===== config.mk =====
export PLATFORM = sky130hd
export DESIGN_NAME = hostctl_top
export DESIGN_NICKNAME = d
export VERILOG_FILES = /design/src/rtl/hostctl_pkg.sv /design/src/rtl/hostctl_ctrl_reg.sv /design/src/rtl/hostctl_irq_gate.sv /design/src/rtl/hostctl_prio_enc.sv /design/src/rtl/hostctl_top.sv
export SDC_FILE = /design/constraint.sdc
export NUM_CORES = 1
export LEC_CHECK = 0
export BUFFER_PORTS_ARGS = -buffer_cell sky130_fd_sc_hd__buf_2
export CAP_MARGIN = 40
export CORE_UTILIZATION = 34
export CTS_CLUSTER_SIZE = 20
export DETAILED_ROUTE_END_ITERATION = 10
export PLACE_DENSITY = 0.8
export RECOVER_POWER = 25
export SLEW_MARGIN = 5
export SYNTH_ARGS = -nofsm -noshare
export SYNTH_HDL_FRONTEND = slang
export SYNTH_SLANG_ARGS = --single-unit

===== constraint.sdc =====
create_clock -name clk -period 1.7 [get_ports clk]
set_clock_uncertainty 0.2 [all_clocks]
set_input_delay 0.34 -clock clk [delete_from_list [all_inputs] [get_ports clk]]
set_output_delay 0.34 -clock clk [all_outputs]
set_load 0.01 [all_outputs]

===== src/rtl/hostctl_pkg.sv =====
// Package: shared sizing constants for the host port control block.
// Assumes a single 32-bit control word with the reset bit below the enable field.
package hostctl_pkg;
    localparam int HC_REG_W    = 32;
    localparam int HC_NUM_SRC  = 6;
    localparam int HC_HRES_POS = 5;
    localparam int HC_EN_LSB   = 8;
    localparam int HC_VEC_W    = $clog2(HC_NUM_SRC);

    // Source order, which is also the priority order (lowest index wins).
    typedef enum logic [2:0] {
        SRC_P_RD = 3'd0,
        SRC_P_WR = 3'd1,
        SRC_X_RD = 3'd2,
        SRC_X_WR = 3'd3,
        SRC_Y_RD = 3'd4,
        SRC_Y_WR = 3'd5
    } hc_src_e;
endpackage


===== src/rtl/hostctl_ctrl_reg.sv =====
// Module: the control word itself. It holds the host-reset bit and the enable field.
// Assumes: synchronous active-low rst_n; soft_rst is synchronous and takes
// priority over a write on the same edge. Bits not implemented read 0.
module hostctl_ctrl_reg #(
    parameter int REG_W    = 32,
    parameter int NUM_SRC  = 6,
    parameter int HRES_POS = 5,
    parameter int EN_LSB   = 8
) (
    input  logic               clk,
    input  logic               rst_n,
    input  logic               soft_rst,
    input  logic               wr_en,
    input  logic [REG_W-1:0]   wdata,
    output logic [REG_W-1:0]   rdata,
    output logic               hres,
    output logic [NUM_SRC-1:0] en
);
    logic unused_wdata;

    // Only the reset bit and the enable field are taken from the write data.
    assign unused_wdata = ^wdata;

    // Register update: any reset wins, then the write strobe.
    always_ff @(posedge clk) begin
        if (!rst_n || soft_rst) begin
            hres <= 1'b1;
            en   <= '0;
        end else if (wr_en) begin
            hres <= wdata[HRES_POS];
            en   <= wdata[EN_LSB +: NUM_SRC];
        end
    end

    // Read-back assembly: implemented fields in place, zeros elsewhere.
    always_comb begin
        rdata                     = '0;
        rdata[HRES_POS]           = hres;
        rdata[EN_LSB +: NUM_SRC]  = en;
    end
endmodule


===== src/rtl/hostctl_irq_gate.sv =====
// Module: per-source gating of pending flags into registered requests.
// Assumes: the pending flags are already synchronous to clk. The host-reset
// bit masks every flag. The combinational gated vector is exported for the
// priority stage so that both stages register the same value.
module hostctl_irq_gate #(
    parameter int NUM_SRC = 6
) (
    input  logic               clk,
    input  logic               rst_n,
    input  logic               soft_rst,
    input  logic               hres,
    input  logic [NUM_SRC-1:0] en,
    input  logic [NUM_SRC-1:0] pend,
    output logic [NUM_SRC-1:0] gated,
    output logic [NUM_SRC-1:0] irq_q
);
    for (genvar g = 0; g < NUM_SRC; g++) begin : g_src
        // Combinational gate for source g.
        always_comb gated[g] = en[g] & pend[g] & ~hres;

        // Request register for source g.
        always_ff @(posedge clk) begin
            if (!rst_n || soft_rst) irq_q[g] <= 1'b0;
            else                    irq_q[g] <= gated[g];
        end
    end
endmodule


===== src/rtl/hostctl_prio_enc.sv =====
// Module: fixed-priority encoder that produces the vector index and the
// any-request flag. The lowest index wins. The index is 0 when nothing is active.
// Assumes: the request vector is the combinational gated vector, so the outputs
// line up in time with the request registers.
module hostctl_prio_enc #(
    parameter int NUM_SRC = 6,
    parameter int VEC_W   = 3
) (
    input  logic               clk,
    input  logic               rst_n,
    input  logic               soft_rst,
    input  logic [NUM_SRC-1:0] req,
    output logic [VEC_W-1:0]   vec_q,
    output logic               any_q
);
    logic [VEC_W-1:0] vec_d;

    // Priority search from the top down, so the lowest set index is the last one assigned.
    always_comb begin
        vec_d = '0;
        for (int i = NUM_SRC - 1; i >= 0; i--) begin
            if (req[i]) vec_d = VEC_W'(i);
        end
    end

    // Output registers for the index and the any flag.
    always_ff @(posedge clk) begin
        if (!rst_n || soft_rst) begin
            vec_q <= '0;
            any_q <= 1'b0;
        end else begin
            vec_q <= vec_d;
            any_q <= |req;
        end
    end
endmodule


===== src/rtl/hostctl_top.sv =====
// Module: host port control register with command interrupt gating.
// Assumes: one register, always selected by wr_en. rdata is read combinationally.
// Interrupt outputs lag their causes by one edge.
module hostctl_top
    import hostctl_pkg::*;
#(
    parameter int REG_W    = HC_REG_W,
    parameter int NUM_SRC  = HC_NUM_SRC,
    parameter int HRES_POS = HC_HRES_POS,
    parameter int EN_LSB   = HC_EN_LSB,
    parameter int VEC_W    = HC_VEC_W
) (
    input  logic               clk,
    input  logic               rst_n,
    input  logic               soft_rst,
    input  logic               wr_en,
    input  logic [REG_W-1:0]   wdata,
    output logic [REG_W-1:0]   rdata,
    input  logic [NUM_SRC-1:0] pend,
    output logic [NUM_SRC-1:0] irq_req,
    output logic               irq_any,
    output logic [VEC_W-1:0]   irq_vec,
    output logic               port_rst
);
    logic               hres;
    logic [NUM_SRC-1:0] en;
    logic [NUM_SRC-1:0] gated;

    hostctl_ctrl_reg #(
        .REG_W(REG_W), .NUM_SRC(NUM_SRC), .HRES_POS(HRES_POS), .EN_LSB(EN_LSB)
    ) u_reg (
        .clk(clk), .rst_n(rst_n), .soft_rst(soft_rst), .wr_en(wr_en),
        .wdata(wdata), .rdata(rdata), .hres(hres), .en(en)
    );

    hostctl_irq_gate #(.NUM_SRC(NUM_SRC)) u_gate (
        .clk(clk), .rst_n(rst_n), .soft_rst(soft_rst), .hres(hres),
        .en(en), .pend(pend), .gated(gated), .irq_q(irq_req)
    );

    hostctl_prio_enc #(.NUM_SRC(NUM_SRC), .VEC_W(VEC_W)) u_prio (
        .clk(clk), .rst_n(rst_n), .soft_rst(soft_rst), .req(gated),
        .vec_q(irq_vec), .any_q(irq_any)
    );

    // Host-port reset output follows the control bit directly.
    assign port_rst = hres;
endmodule


## After elaboration in Yosys (flattened, before gate mapping)

Index checks and enable logic that the tools add are counted.

- Register bits after elaboration: 17
- Logic and storage cells: 36
- Output and inout bits: 43

- Bitwise gates (word level): 13
- Reductions and logical operators: 6
- Mux-type cells: 5

Operators by type and width:

| cell | number |
|---|---|
| bitwise AND 1 bit | 12 |
| two-way mux 3 bit | 2 |
| OR reduction 6 bit | 1 |
| OR reduction 5 bit | 1 |
| two-way mux 2 bit | 2 |
| OR reduction 3 bit | 1 |
| OR reduction 2 bit | 1 |
| zero test 1 bit | 1 |
| logical OR 1 bit | 1 |
| two-way mux 1 bit | 1 |
| NOT 1 bit | 1 |

## Longest topological paths before layout

Gate-level depths: netlist of run 1.

- Depth after elaboration: 7
- Depth in mapped cells: 4
- Mapped depth without buffers: 3

## Cells and area by module

A second synthesis of run 1 with hierarchy kept.

- Cell total of the unflattened synthesis: 98
- Area total of the unflattened synthesis: 913.4 um^2

By module, submodules not included:

| module | seq. area each (um^2) | area an instance (um^2) | cells an instance | times used |
|---|---|---|---|---|
| hostctl_ctrl_reg | 140.1 | 509.2 | 56 | 1 |
| hostctl_irq_gate | 120.1 | 246.5 | 26 | 1 |
| hostctl_prio_enc | 80.1 | 157.7 | 16 | 1 |

## Least setup slack after synthesis of run 1

OpenSTA, ideal clock, no wires.

- Path kind: reg-to-reg
- Start: reg u_reg.hres
- End: reg u_prio.vec_q[2]
- Arrival: 1.147 ns
- Library setup time: 0.072 ns
- Path buffers: 1
- Cell stages (with the launch flop): 5
- Setup slack: 0.280 ns
- Data required time: 1.428 ns
- Cells stage by stage: dfxtp_1 -> or3b_1 -> buf_6 -> nand2b_4 -> nor3b_2

- Longest elaborated chain between the ends: 4

Ends and longest elaborated chain:

| element | line | RTL |
|---|---|---|
| start, declared | hostctl_ctrl_reg.sv:16 | `output logic hres,` |
| start signal, assigned | hostctl_ctrl_reg.sv:30 | `hres <= wdata[HRES_POS];` |
| NOT 1 bit (*) | hostctl_irq_gate.sv:19 | `always_comb gated[g] = en[g] & pend[g] & ~hres;` |
| bitwise AND 1 bit | hostctl_irq_gate.sv:19 |  |
| two-way mux 3 bit (2 in a row) | hostctl_prio_enc.sv:22 | `if (req[i]) vec_d = VEC_W'(i);` |
| end signal, assigned | hostctl_prio_enc.sv:32 | `vec_q <= vec_d;` |
| end, declared | hostctl_prio_enc.sv:13 | `output logic [VEC_W-1:0] vec_q,` |

Mark *: on every way between the ends. The rest lies on a longest branch, timed or not.
A chain may end at the register's enable or synchronous reset.

## Worst setup path after layout of run 1

- Start: reg u_reg.en[0]
- End: out rdata[8]

RTL lines:

| element | line | RTL |
|---|---|---|
| start, declared | hostctl_ctrl_reg.sv:17 | `output logic [NUM_SRC-1:0] en` |
| start signal, assigned | hostctl_ctrl_reg.sv:31 | `en <= wdata[EN_LSB +: NUM_SRC];` |
| end, declared | hostctl_top.sv:18 | `output logic [REG_W-1:0] rdata,` |

No word-level cell between the ends.

==> impl_metrics.tcl, run 1 <==
set metrics [dict create \
    outcome "complete, no violations" \
    slowest_delay_ns 0.40 \
    yosys_warnings 0 \
    cts_max_level 1 \
    top_level_ports 85 \
    hold_ws_ns 0.0768 \
    grt_remaining_overflow 0 \
    worstMarginPinSlew_ns 0.500 \
    dr.pass1.iters 2 \
    p_int_uw 525 \
    gp_congestion 0.748 \
    layout_common_cells "buf_2 (32), conb_1 (25), dfxtp_1 (17)" \
    routedWlPerCell_um 8.67 \
    crit_buf_inv 1 \
    startpoint_type "flop" \
    grt_setup_unrepaired "false" \
    fin_nets 164 \
    cp_cell_sequence "buf_2" \
    setup_ws_ns 0.323 \
    post-cts-setup-buffers 0 \
    fin_tns_setup_ns 0 \
    syn_inst 86 \
    ant_nets 0 \
    die_w_um 50.6 \
    period_needed_ns 1.38 \
    clk_latency_ns 0.27 \
    clkSinkCount 17 \
    diodes 0 \
    num_vias 609 \
    ys_async_sr_fraction_pct 0 \
    pwr-share-comb_pct 12.1 \
    antenna_found_initial 0 \
    power_uw 693 \
    ir_drop_mv 0.384 \
    ys_ff_latch 17 \
    switching_share_pct 24.2 \
    max_slew_margin_pct 66.6 \
    power.density_nw_per_um2 755 \
    arrival_ns 0.84 \
    layout_worst_path_cycle_share_pct 81.0 \
    grt_pass1_wl_um 1970 \
    power.switching_uw 168 \
    criticalPathCategory "reg2out" \
    grt_use_total_pct 10.1 \
    rows 17 \
    postSynthAreaPerCell_sq_um 9.33 \
    clockBufferDepth 2 \
    cap_violations 0 \
    fmax_mhz 726 \
    cts_root_buf "clkbuf_4" \
    synth_area_sq_um 802 \
    cts-buffers-inserted 3 \
    layout_commonest_cell "buf_2" \
    io_buffer_count 34 \
    dpl_worst_slack_ns 0.248 \
    cts_hold_buf 0 \
    cp_top_family "flip-flops" \
    ys_seq_area_share_pct 42.4 \
    die_y_um 50.6 \
    synth_edf_count 0 \
    drc 0 \
    drv_slew 0 \
    place_hpwl_um 1150 \
    end_kind "output port" \
    finalSetupViolCount 0 \
    seq_power_share_pct 59.1 \
    synthDistinctLibCells 20 \
    core_area_sq_um 2210 \
    hold_viol 0 \
    grt_pass1_vias 519 \
    worstHoldStart "wdata[5]" \
    critPathLaunch "u_reg.en[0]" \
    die-area_sq_um 2560 \
    cts-resized-gates 0 \
    critPathRequiredTime_ns 1.16 \
    avgViaCountPerCell 4.09 \
    synth_top_flop_cell "dfxtp_1" \
    post-route-util_pct 41.5 \
    fillers 228 \
    p_leak_nw 0.489 \
    drive_gt1_share_pct 32.2 \
    cp_slowest_cell "dfxtp_1" \
    hp-class "in2reg" \
    crit_fanout 5 \
    start_util_pct 36.3 \
    worstReg2RegStart "u_reg.hres" \
    cts_tree "built" \
    pwr-share-clk_pct 28.8 \
    path_clk_slew_ns 0.09 \
    drtIter0Drc 6 \
    grt_max_degree 10 \
    area_growth_pct 14.4 \
    drt_wl_total_um 1290 \
]
## routing by layer
layer / track usage (%) / part of all wire, % / vias up / routed length [um]
met5: 0 / 0 / - / 0
met2: 23.6 / 57 / 34 / 732
met4: 2.78 / 0.46 / 0 / 6
met1: 7.31 / 33 / 276 / 429
met3: 2.42 / 9.5 / 2 / 123
li1: - / - / 297 / -
## cells in the mapped netlist (2+ instances only)
cell / number / area (sq um)
and2_1: 2 / 12.5
a21oi_1: 2 / 10.0
dfxtp_1: 17 / 340
nor2_1: 13 / 48.8
buf_4: 26 / 195
nand2_1: 7 / 26.3
mux2i_1: 6 / 60.1
## metrics by stage
stage          cells  instance area [sq um]
6_report         149                    917
5_1_grt          149                    917
4_1_cts          149                    920
3_5_place_dp     145                    893
3_3_place_gp     145                    893
2_1_floorplan    110                    892
## final timing paths
| path | cells after the start | slack [ns] | to |
|---|---|---|---|
| worst max-delay path | 1 | 0.32 | rdata[8] |
| worst min-delay path | 2 | 0.08 | u_reg.hres |
| worst max register to register | 3 | 0.33 | u_prio.vec_q[2] |
| worst min register to register | 2 | 0.29 | u_gate.irq_q[0] |
## kinds of logic (layout without fill, tap and decap cells)
group	Yosys count	after routing	share of synthesized area, %
buf+inv	28	39	26.4
compound gates	6	6	5.31
mux	6	6	7.49
simple gates	28	28	17.9
flops	17	17	42.4
other cells	1	25	0.468
## state kept, by name (all words and copies together), names as in the netlist
register,count
u_reg.en,6
u_gate.irq_q,6
u_prio.vec_q,3
u_prio.any_q,1
u_reg.hres,1
## layout make-up
class                           count  area, sq um  share of cell area [%]
Sequential cell                    17          340                    37.1
Clock buffer                        4         26.3                    2.86
Tap cell                           28         35.0                    3.82
Timing Repair Buffer               35          175                    19.1
Multi-Input combinational cell     65          340                    37.1
## power groups by stage
stage	registers, mW	logic (mW)	clock network, mW
2_1_floorplan	0.421	0.0950	0
3_3_place_gp	0.418	0.0816	0
3_5_place_dp	0.419	0.0833	0
4_1_cts	0.409	0.0835	0.204
5_1_grt	0.411	0.0926	0.219
6_report	0.409	0.0835	0.200
Power figures use the tool's default switching activity.
==> inputs of run 2 (changes only) <==
CORE_UTILIZATION = 30   (was 34)
PLACE_DENSITY = 0.75   (was 0.8)
clock period = 1.11 ns   (was 1.7 ns; I/O delays follow)
==> run 2 against run 1 <==
Effect of this change: the run now ends with negative hold slack, negative setup slack left; non-clock buffer count grew 19; cell count grew 14%; count of clock-buffer cells in the layout shrank 1; global-route usage grew 2.9 points; combinational power grew 130%; critical path depth grew 2; hold slack lost 0.14 ns; utilization grew 6.9 points; first-iteration DRC count grew 67%; sequential share of layout area shrank 7.8 points; via count grew 14%; critical path type is now reg2reg; largest cell class is now buffers.
==> impl_metrics.tcl, run 2 (synthesis gave the netlist of run 1 again) <==
set metrics [dict create \
    layout_commonest_cell "conb_1" \
    final_cells 170 \
    grt_max_degree 11 \
    die_w_um 53.7 \
    hold_viol 3 \
    p_leak_nw 0.628 \
    hold_ws_ns -0.0626 \
    antenna_found_initial 0 \
    cts_tree "built" \
    dr.pass1.iters 4 \
    clockBufferDepth 2 \
    grt_setup_unrepaired "true" \
    drc 0 \
    fmax_mhz 752 \
    grt_remaining_overflow 0 \
    crit_fanout 4 \
    period_needed_ns 1.33 \
    layout_common_cells "conb_1 (25), buf_2 (23), buf_6 (17)" \
    startpoint_type "flop" \
    drtIter0Drc 10 \
    critPathRequiredTime_ns 1.13 \
    grt_pass1_wl_um 2570 \
    rows 18 \
    cts_root_buf "clkbuf_4" \
    post-route-util_pct 48.3 \
    gp_congestion 0.771 \
    cp_top_family "simple AND/OR/NAND/NOR gates" \
    area_growth_pct 50.7 \
    grt_use_total_pct 13.0 \
    avgViaCountPerCell 4.10 \
    routedWlPerCell_um 10.2 \
    finalSetupViolCount 29 \
    crit_buf_inv 0 \
    fin_tns_setup_ns -2.86 \
    power_mw 1.15 \
    layout_worst_path_cycle_share_pct 120 \
    criticalPathCategory "reg2reg" \
    cp_cell_sequence "or3b_4, nand2b_4, nor3b_2" \
    clk_latency_ns 0.29 \
    cts_max_level 1 \
    grt_pass1_vias 606 \
    cts-buffers-inserted 3 \
    die-area_sq_um 2880 \
    clkSinkCount 17 \
    setup_ws_ns -0.220 \
    ant_nets 0 \
    path_clk_slew_ns 0.10 \
    drv_slew 0 \
    cap_violations 0 \
    cts_hold_buf 6 \
    hp-class "in2reg" \
    fin_nets 183 \
    num_vias 697 \
    power.density_nw_per_um2 950 \
    drt_wl_total_um 1740 \
    fillers 235 \
    ir_drop_mv 0.672 \
    cp_slowest_cell "or3b_4" \
    diodes 0 \
    io_buffer_count 34 \
    outcome "finished with violations" \
    arrival_ns 1.35 \
    die_y_um 53.7 \
    place_hpwl_um 1230 \
    start_util_pct 32.1 \
    end_kind "flop" \
    violations "negative hold slack, negative setup slack" \
    core_area_sq_um 2500 \
    slowest_delay_ns 0.41 \
    place_inst 158 \
    top_level_ports 85 \
    drive_gt1_share_pct 50.0 \
    top_regs "u_gate.irq_q (6), u_reg.en (6), u_prio.vec_q (3)" \
]
[run 2: cell types whose count changed in the layout (fill, tap and decap cells not counted), moves of 3 or more]
cell	previous run	this run
buf_2	32	23
buf_4	1	8
buf_6	0	17
clkbuf_1	3	0
dfxtp_1	17	8
dfxtp_2	0	8
dlygate4sd3_1	0	5
[run 2: final cells by class]
cell class / count / area, sq um / share of cell area (%)
clock buffer: 3 / 22.5 / 1.86
clock inverter: 1 / 5.00 / 0.414
multi-input combinational: 65 / 360 / 29.8
sequential: 17 / 354 / 29.3
tap: 30 / 37.5 / 3.11
timing repair buffer: 54 / 429 / 35.5
[run 2: report_power, final]
part | switching, mW | internal, mW | total, mW | leakage (nW)
Combinational | 0.0995 | 0.0957 | 0.195 | 0.469
Sequential | 0.00821 | 0.619 | 0.627 | 0.141
Clock | 0.192 | 0.134 | 0.326 | 0.0177
[run 2: final timing paths]
kind,cells past startpoint,slack [ns],startpoint,end
worst max-delay path,3,-0.22,u_reg.hres,u_prio.vec_q[2]
worst min-delay path,2,-0.06,wdata[5],u_reg.hres
worst max register to register,3,-0.22,u_reg.hres,u_prio.vec_q[2]
worst min register to register,2,0.27,u_reg.en[2],u_gate.irq_q[2]
[run 2: metrics by stage]
stage / instance area [sq um] / setup slack [ns] / hold slack (ns)
global placement: 980 / -0.232 / 0.231
global route: 1210 / -0.260 / -0.0700
detailed placement: 980 / -0.260 / 0.240
finish: 1210 / -0.220 / -0.0626
CTS: 1160 / -0.218 / -0.0674
floorplan: 893 / -0.248 / 0.144
[run 2: metal layers]
metal / track usage [%] / wire, um / vias up
met1: 12.4 / 616 / 322
met3: 2.82 / 133 / 4
met4: 7.89 / 27 / 0
met5: 0 / 0 / -
met2: 24.7 / 959 / 39
li1: - / - / 332
[run 2: timing repair]
| item | in CTS | in global routing |
|---|---|---|
| setup endpoints to repair | 29 | 32 |
| pin swaps | 1 | 3 |
| resized for setup | 20 | 14 |
| endpoints found under the hold margin | 10 | 5 |
| setup buffers | 4 | 1 |
[run 2: worst reg2reg max path, cell delays in order, from the launching register on]
cell,delay [ns]
dfxtp_2,0.35
or3b_4,0.41
nand2b_4,0.16
nor3b_2,0.14
==> inputs of run 3 (changes only) <==
BUFFER_PORTS_ARGS = -buffer_cell sky130_fd_sc_hd__buf_4   (was -buffer_cell sky130_fd_sc_hd__buf_2)
==> run 3 against run 2 <==
Effect of this change: the run still ends with negative hold slack, negative setup slack left; worst setup slack got worse by 0.048 ns; flip-flop and latch count did not move; register-to-register slack got worse by 0.04 ns; sequential power barely moved; combinational power rose by 16%; hold slack got worse by 0.0017 ns; largest power group unchanged.
==> impl_metrics.tcl, run 3 (synthesis gave the netlist of run 1 again) <==
set metrics [dict create \
    outcome "finished with violations" \
    violations "negative hold slack, negative setup slack" \
    cts_hold_buf 6 \
    grt_pass1_vias 646 \
    cap_violations 0 \
    num_vias 714 \
    p_leak_nw 0.677 \
    layout_worst_path_cycle_share_pct 124 \
    die-area_sq_um 2880 \
    post-route-util_pct 54.8 \
    cts-buffers-inserted 3 \
    grt_pass1_wl_um 2750 \
    arrival_ns 0.96 \
    layout_commonest_cell "buf_6" \
    avgViaCountPerCell 4.13 \
    place_hpwl_um 1280 \
    power.density_nw_per_um2 863 \
    setup_ws_ns -0.268 \
    cts_max_level 1 \
    area_growth_pct 70.8 \
    fmax_mhz 726 \
    critPathRequiredTime_ns 0.69 \
    drive_gt1_share_pct 58.7 \
    worstHoldStart "wdata[5]" \
    drt_wl_total_um 1980 \
    clk_latency_ns 0.29 \
    worst_hold_path.endpoint "u_reg.hres" \
    grt_setup_unrepaired "true" \
    drc 0 \
    hold_path_depth 2 \
    drtIter0Drc 15 \
    hold_ws_ns -0.0643 \
    dr.pass1.iters 3 \
    crit_fanout 2 \
    hp-class "in2reg" \
    criticalPathCategory "reg2out" \
    r2r_end "u_prio.vec_q[2]" \
    ff2ff_path_depth 3 \
    ir_drop_mv 0.645 \
    top_level_ports 85 \
    drv_slew 0 \
    grt_max_degree 10 \
    die_w_um 53.7 \
    start_util_pct 32.1 \
    worstReg2RegStart "u_reg.hres" \
    gp_congestion 0.765 \
    grt_use_total_pct 13.6 \
    routedWlPerCell_um 11.5 \
    grt_remaining_overflow 0 \
    rows 18 \
    cts_tree "built" \
    ff2ff_setup_slack_ns -0.26 \
    clockBufferDepth 2 \
    cts_root_buf "clkbuf_4" \
    period_needed_ns 1.38 \
    core_area_sq_um 2500 \
    antenna_found_initial 0 \
    top_regs "u_gate.irq_q (6), u_reg.en (6), u_prio.vec_q (3)" \
    path_clk_slew_ns 0.09 \
    hold_viol 1 \
    io_buffer_count 34 \
    die_y_um 53.7 \
    clkSinkCount 17 \
    end_kind "output port" \
    ant_nets 0 \
    startpoint_type "flop" \
    diodes 0 \
    layout_common_cells "buf_6 (26), conb_1 (25), buf_4 (25)" \
    fin_nets 186 \
    finalSetupViolCount 31 \
]
==> run 3: cell types whose count changed in the layout (fill, tap and decap cells not counted), sizes merged <==
cell / change
buf: +3
dlygate4sd3: -1
clkinv: -1
dlymetal6s4s: +1
clkbuf: +1
==> run 3: timing repair <==
action,in CTS,in global routing
hold endpoints to repair,9,1
buffers inserted,4,2
setup endpoints to repair,29,32
pin swaps,1,2
resized for setup,40,21
==> run 3: routing by layer <==
layer | global-route usage [%] | vias up | share of wire, %
li1 | - | 337 | -
met5 | 0 | - | 0
met4 | 6.58 | 0 | 1.1
met3 | 3.67 | 4 | 7.3
met2 | 24.7 | 36 | 54
met1 | 14.3 | 337 | 38
==> run 3: worst max-delay path by stage <==
stage                      from              end  depth (start not counted)
floorplan            u_reg.hres  u_prio.vec_q[2]                          4
global placement       soft_rst  u_prio.vec_q[2]                          4
detailed placement     soft_rst  u_prio.vec_q[2]                          4
CTS                 u_reg.en[1]         rdata[9]                          3
global route        u_reg.en[1]         rdata[9]                          3
finish              u_reg.en[1]         rdata[9]                          3
==> run 3: area by class of cell <==
| cell class | count | area, sq um |
|---|---|---|
| Tap cell | 30 | 37.5 |
| Clock buffer | 4 | 26.3 |
| Sequential cell | 17 | 364 |
| Timing Repair Buffer | 57 | 546 |
| Fill cell | 194 | 1130 |
| Multi-Input combinational cell | 65 | 397 |
==> run 3: where the power goes <==
| part | internal, mW | total, mW | switching (mW) |
|---|---|---|---|
| combinational | 0.120 | 0.227 | 0.108 |
| clock | 0.140 | 0.328 | 0.188 |
| sequential | 0.619 | 0.627 | 0.00827 |
| total | 0.878 | 1.18 | 0.304 |
==> run 3: metrics by stage <==
stage / area [sq um] / cells / TNS, ns / worst slack [ns] / power, mW
final: 1370 / 173 / -3.39 / -0.268 / 1.18
after global routing: 1370 / 173 / -4.34 / -0.302 / 1.24
after CTS: 1290 / 171 / -2.96 / -0.259 / 1.17
after detailed placement: 1060 / 158 / -1.96 / -0.255 / 0.812
after global placement: 1060 / 158 / -1.87 / -0.242 / 0.809
after floorplan: 893 / 110 / -0.945 / -0.248 / 0.790
==> run 3: critical path, stage by stage, from the launching register on <==
cell,delay [ns]
dfxtp_2,0.34
buf_6,0.11
buf_6,0.11
buf_6,0.11
